**config.mk**
```make
export PLATFORM = sky130hd
export DESIGN_NAME = mc_ctrl_seq
export DESIGN_NICKNAME = d
export VERILOG_FILES = /design/src/rtl/mc_ctrl_pkg.sv /design/src/rtl/mc_ucode_rom.sv /design/src/rtl/mc_dispatch.sv /design/src/rtl/mc_useq.sv /design/src/rtl/mc_ctrl_seq.sv
export SDC_FILE = /design/constraint.sdc
export NUM_CORES = 1
export LEC_CHECK = 0
export ABC_AREA = 1
export BUFFER_PORTS_ARGS = -buffer_cell sky130_fd_sc_hd__buf_4
export CORE_AREA = 3 3 40 42
export DETAILED_ROUTE_END_ITERATION = 10
export DIE_AREA = 0 0 43 45
export GPL_ROUTABILITY_DRIVEN = 0
export PLACE_DENSITY = 0.72
export SLEW_MARGIN = 20
export SYNTH_ARGS = -nofsm -noshare
export SYNTH_HDL_FRONTEND = slang
export SYNTH_HIERARCHICAL = 1
export SYNTH_SLANG_ARGS = --single-unit
```
**constraint.sdc**
```tcl
create_clock -name clk_i -period 1.9 [get_ports clk_i]
set_input_delay 0.19 -clock clk_i [delete_from_list [all_inputs] [get_ports clk_i]]
set_output_delay 0.19 -clock clk_i [all_outputs]
set_load 0.02 [all_outputs]
```
**src/rtl/mc_ctrl_pkg.sv**
```systemverilog
package mc_ctrl_pkg;
  localparam int OP_W  = 6;
  localparam int UPC_W = 4;

  localparam logic [OP_W-1:0] OP_RTYPE = 6'h00;
  localparam logic [OP_W-1:0] OP_JUMP  = 6'h02;
  localparam logic [OP_W-1:0] OP_BEQ   = 6'h04;
  localparam logic [OP_W-1:0] OP_LOAD  = 6'h23;
  localparam logic [OP_W-1:0] OP_STORE = 6'h2B;

  typedef enum logic [1:0] {
    SEQ_FETCH = 2'd0,
    SEQ_DISP1 = 2'd1,
    SEQ_DISP2 = 2'd2,
    SEQ_NEXT  = 2'd3
  } seq_e;

  typedef struct packed {
    logic wr;
    logic dst;
    logic mem_to_reg;
  } reg_f_t;

  typedef struct packed {
    logic rd;
    logic wr;
    logic iord;
    logic ir_wr;
  } mem_f_t;

  typedef struct packed {
    logic       wr;
    logic       wr_cond;
    logic [1:0] src;
  } pc_f_t;

  typedef struct packed {
    logic [1:0] alu_op;
    logic       src1;
    logic [1:0] src2;
    reg_f_t     regc;
    mem_f_t     mem;
    pc_f_t      pcc;
    seq_e       seq;
  } uword_t;
endpackage

```
**src/rtl/mc_ucode_rom.sv**
```systemverilog
module mc_ucode_rom
  import mc_ctrl_pkg::*;
#(
  parameter int AW = UPC_W
) (
  input  logic [AW-1:0] addr_i,
  output uword_t        word_o
);
  always_comb begin
    word_o     = '0;
    word_o.seq = SEQ_FETCH;
    case (addr_i)
      AW'(0): begin
        word_o.mem.rd    = 1'b1;
        word_o.mem.ir_wr = 1'b1;
        word_o.pcc.wr    = 1'b1;
        word_o.src2      = 2'b01;
        word_o.seq       = SEQ_NEXT;
      end
      AW'(1): begin
        word_o.src2 = 2'b11;
        word_o.seq  = SEQ_DISP1;
      end
      AW'(2): begin
        word_o.src1 = 1'b1;
        word_o.src2 = 2'b10;
        word_o.seq  = SEQ_DISP2;
      end
      AW'(3): begin
        word_o.mem.rd   = 1'b1;
        word_o.mem.iord = 1'b1;
        word_o.seq      = SEQ_NEXT;
      end
      AW'(4): begin
        word_o.regc.wr         = 1'b1;
        word_o.regc.mem_to_reg = 1'b1;
      end
      AW'(5): begin
        word_o.mem.wr   = 1'b1;
        word_o.mem.iord = 1'b1;
      end
      AW'(6): begin
        word_o.src1   = 1'b1;
        word_o.alu_op = 2'b10;
        word_o.seq    = SEQ_NEXT;
      end
      AW'(7): begin
        word_o.regc.wr  = 1'b1;
        word_o.regc.dst = 1'b1;
      end
      AW'(8): begin
        word_o.src1        = 1'b1;
        word_o.alu_op      = 2'b01;
        word_o.pcc.wr_cond = 1'b1;
        word_o.pcc.src     = 2'b01;
      end
      AW'(9): begin
        word_o.pcc.wr  = 1'b1;
        word_o.pcc.src = 2'b10;
      end
      default: ;
    endcase
  end
endmodule

```
**src/rtl/mc_dispatch.sv**
```systemverilog
module mc_dispatch
  import mc_ctrl_pkg::*;
#(
  parameter int OW = OP_W,
  parameter int AW = UPC_W
) (
  input  logic [OW-1:0] opcode_i,
  output logic [AW-1:0] disp1_o,
  output logic [AW-1:0] disp2_o
);
  always_comb begin
    case (opcode_i)
      OP_RTYPE:          disp1_o = AW'(6);
      OP_JUMP:           disp1_o = AW'(9);
      OP_BEQ:            disp1_o = AW'(8);
      OP_LOAD, OP_STORE: disp1_o = AW'(2);
      default:           disp1_o = '0;
    endcase
  end

  always_comb begin
    case (opcode_i)
      OP_LOAD:  disp2_o = AW'(3);
      OP_STORE: disp2_o = AW'(5);
      default:  disp2_o = '0;
    endcase
  end
endmodule

```
**src/rtl/mc_useq.sv**
```systemverilog
module mc_useq
  import mc_ctrl_pkg::*;
#(
  parameter int AW = UPC_W
) (
  input  logic          clk_i,
  input  logic          rst_ni,
  input  seq_e          seq_i,
  input  logic [AW-1:0] disp1_i,
  input  logic [AW-1:0] disp2_i,
  output logic [AW-1:0] upc_o
);
  logic [AW-1:0] upc_q, upc_d, upc_inc;

  assign upc_inc = upc_q + AW'(1);

  always_comb begin
    case (seq_i)
      SEQ_FETCH: upc_d = '0;
      SEQ_DISP1: upc_d = disp1_i;
      SEQ_DISP2: upc_d = disp2_i;
      default:   upc_d = upc_inc;
    endcase
  end

  always_ff @(posedge clk_i or negedge rst_ni) begin
    if (!rst_ni) upc_q <= '0;
    else         upc_q <= upc_d;
  end

  assign upc_o = upc_q;
endmodule

```
**src/rtl/mc_ctrl_seq.sv**
```systemverilog
module mc_ctrl_seq
  import mc_ctrl_pkg::*;
#(
  parameter int OW = OP_W,
  parameter int AW = UPC_W
) (
  input  logic          clk_i,
  input  logic          rst_ni,
  input  logic [OW-1:0] opcode_i,
  output logic          pc_wr_o,
  output logic          pc_wr_cond_o,
  output logic          iord_o,
  output logic          mem_rd_o,
  output logic          mem_wr_o,
  output logic          ir_wr_o,
  output logic          reg_wr_o,
  output logic          reg_dst_o,
  output logic          mem_to_reg_o,
  output logic          alu_src_a_o,
  output logic [1:0]    alu_src_b_o,
  output logic [1:0]    alu_op_o,
  output logic [1:0]    pc_src_o,
  output logic [AW-1:0] upc_o
);
  uword_t        uw;
  logic [AW-1:0] upc, disp1, disp2;

  mc_useq #(.AW(AW)) u_seq (
    .clk_i  (clk_i),
    .rst_ni (rst_ni),
    .seq_i  (uw.seq),
    .disp1_i(disp1),
    .disp2_i(disp2),
    .upc_o  (upc)
  );

  mc_ucode_rom #(.AW(AW)) u_rom (
    .addr_i(upc),
    .word_o(uw)
  );

  mc_dispatch #(.OW(OW), .AW(AW)) u_disp (
    .opcode_i(opcode_i),
    .disp1_o (disp1),
    .disp2_o (disp2)
  );

  assign pc_wr_o      = uw.pcc.wr;
  assign pc_wr_cond_o = uw.pcc.wr_cond;
  assign pc_src_o     = uw.pcc.src;
  assign iord_o       = uw.mem.iord;
  assign mem_rd_o     = uw.mem.rd;
  assign mem_wr_o     = uw.mem.wr;
  assign ir_wr_o      = uw.mem.ir_wr;
  assign reg_wr_o     = uw.regc.wr;
  assign reg_dst_o    = uw.regc.dst;
  assign mem_to_reg_o = uw.regc.mem_to_reg;
  assign alu_src_a_o  = uw.src1;
  assign alu_src_b_o  = uw.src2;
  assign alu_op_o     = uw.alu_op;
  assign upc_o        = upc;
endmodule

```
==> results.ini <==
[worst_setup_path]
crit_top_cell=nand2_1
cpPeakStageDelay_ns=0.46
crit_slowest_cell=dfrtp_1
worstPathRequired_ns=2.02
cp_cell_sequence=nand2_1, inv_1, nand2_1, nand4_1, nand2_1, inv_1, nand3_1, nand2_1
rr_endpoint=u_seq/upc_o[3]$_DFF_PN0_
arrival_ns=1.67
crit_type=reg -> reg
crit_buf_inv=2
critPathMaxFanout=9
end_kind=register
r2r_setup_slack_ns=0.34
crit_family=simple AND/OR/NAND/NOR gates
regToRegStartpoint=u_seq/upc_o[1]$_DFF_PN0_
cp-start-kind=register
rr_worst_depth=8

[layout]
multiInputGateArea_um2=319
area_delta_synth_final_pct=43.8
drive_above_1_share=0.286
mostFrequentLayoutCell=buf_4
largest_reg_flops=4
stdcell_count=141
fin_area_um2=759
final_cell_mix=buf_4, inv_1, nand2_1
fillers=147
n_antenna_cell=0
nNetsFinal=137
regArea_um2=100

[route]
route.vias.total=658
ant_nets=0
drt_wl_total_um=1340
post_drt_via_cell_ratio=4.67
drtIter0Drc=15
drt_pre_antenna_iters=4
wl_per_cell_um=9.49
drc_errors=0

[cts]
cts_resized=0
hold_buffers=1
cts_htree_levels=1
cts.sink_count=4
cts_buffer_depth=2
insertion_delay_ns=0.23
post_cts.repair.setup_buffers=0
cts_tree=built
clockRootBuffer=clkbuf_4
clkTransAtPathRegs_ns=0.04
cts_buffers=3

[run]
max-cap-violations=0

[floorplan]
coreArea_um2=1280
die_x_um=43
die_y_um=45
ioPinCount=28
dieArea_um2=1940
row_count=13
start_util=0.411

[pwr]
powerDensity_nw_per_um2=1380
power_mw=1.05
leakage_nw=0.490
ir_worst_vdd_uv=540

[grt]
first_global_vias=601
grt_pass1_wl_um=2290
grt-ovfl-total=0
antenna_found_initial=0
globalRouteTotalUtil=0.153
grt_max_degree=10

[synth]
synthesis.instances=98
syn-num-nets=107
yosysTopAreaCell=dfrtp_1
synth_cell_type_count=16
netlist_area_um2=528
ys_warn_count=6
synthTopCellsByArea=dfrtp_1, nand3_1, inv_1
synth_top_area_frac=0.190
ys_seq_elements=4
syn_avg_cell_area_um2=5.39
synth_seq_area_share=0.190

[timing]
min_period_ns=1.56
fin_skew_ns=0.00466
finalSetupViolCount=0
slew_violations=0
fin_setup_tns_ns=0
rsz0062_at_grt=false
post-route-period-util=0.819
timing.final.ws_setup_ns=0.344
hold_viol_final=0
fmax_mhz=643

[min_path]
hp-class=in -> async

[placed_design]
pre_cts_slack_ns=0.384
io_buffers=27
dp_hpwl_um=1130
postPlaceCellArea_um2=727
placed_cells=137

[status]
outcome=finished clean

[Yosys cell counts]
master / number
dfrtp_1: 4
nor2_1: 15
nand4_1: 4
o21ai_1: 1
inv_2: 1
ha_1: 1
nand2_1: 20
a21oi_1: 1
buf_4: 3
nor3_1: 1
nor2_2: 4
conb_1: 1
o21ai_2: 1
inv_1: 22
o211ai_1: 1
nand3_1: 18
[worst max-delay path by stage]
stage / cells after the start / startpoint / slack, ns / endpoint
final: 8 / u_seq/upc_o[1]$_DFF_PN0_ / 0.34 / u_seq/upc_o[3]$_DFF_PN0_
after detailed placement: 8 / u_seq/upc_o[1]$_DFF_PN0_ / 0.38 / u_seq/upc_o[1]$_DFF_PN0_
after CTS: 8 / u_seq/upc_o[1]$_DFF_PN0_ / 0.37 / u_seq/upc_o[1]$_DFF_PN0_
after global routing: 8 / u_seq/upc_o[1]$_DFF_PN0_ / 0.16 / u_seq/upc_o[3]$_DFF_PN0_
after floorplan: 9 / u_seq/upc_o[2]$_DFF_PN0_ / 0.45 / u_seq/upc_o[3]$_DFF_PN0_
after global placement: 8 / u_seq/upc_o[1]$_DFF_PN0_ / 0.39 / u_seq/upc_o[3]$_DFF_PN0_
[cell families (layout without fill, tap and decap cells)]
| group | Yosys count | after routing | synth area share |
|---|---|---|---|
| adders and majority gates | 1 | 1 | 0.0237 |
| and+or+nand+nor | 62 | 62 | 0.524 |
| DFF | 4 | 4 | 0.190 |
| buffers and inverters | 26 | 54 | 0.206 |
| AOI/OAI and AO/OA | 4 | 4 | 0.0498 |
| other | 1 | 1 | 0.00710 |
[worst register-to-register path: stages (launching register included)]
cell and delay, ns:
dfrtp_1 0.46, nand2_1 0.15, inv_1 0.05, nand2_1 0.14, nand4_1 0.25, nand2_1 0.19
inv_1 0.06, nand3_1 0.09, nand2_1 0.05
[metrics by stage]
| stage | util | hold slack [ns] |
|---|---|---|
| CTS | 0.591 | 0.280 |
| global route | 0.591 | 0.298 |
| floorplan | - | -0.106 |
| finish | 0.591 | 0.299 |
| global placement | 0.566 | -0.0134 |
| detailed placement | 0.566 | -0.0137 |
[final cells by class]
class,count,share of cell area
timing repair buffer,28,0.280
inverter,23,0.114
sequential,4,0.132
clock buffer,3,0.0297
tap,15,0.0247
multi-input combinational,68,0.420
[per-layer routing]
layer  up-vias  global-route usage  part of all wire
met3         0              0.0518             0.055
met2        17               0.275              0.51
met1       283               0.175              0.43
li1        358                   -                 -
met4         0              0.0361                 0
met5         -                   0                 0
[power breakdown]
group / internal (mW) / switching (mW) / total [mW]
registers: 0.112 / 0.0554 / 0.167
logic: 0.289 / 0.494 / 0.783
clock network: 0.0704 / 0.0318 / 0.102
Power figures use the tool's default switching activity.
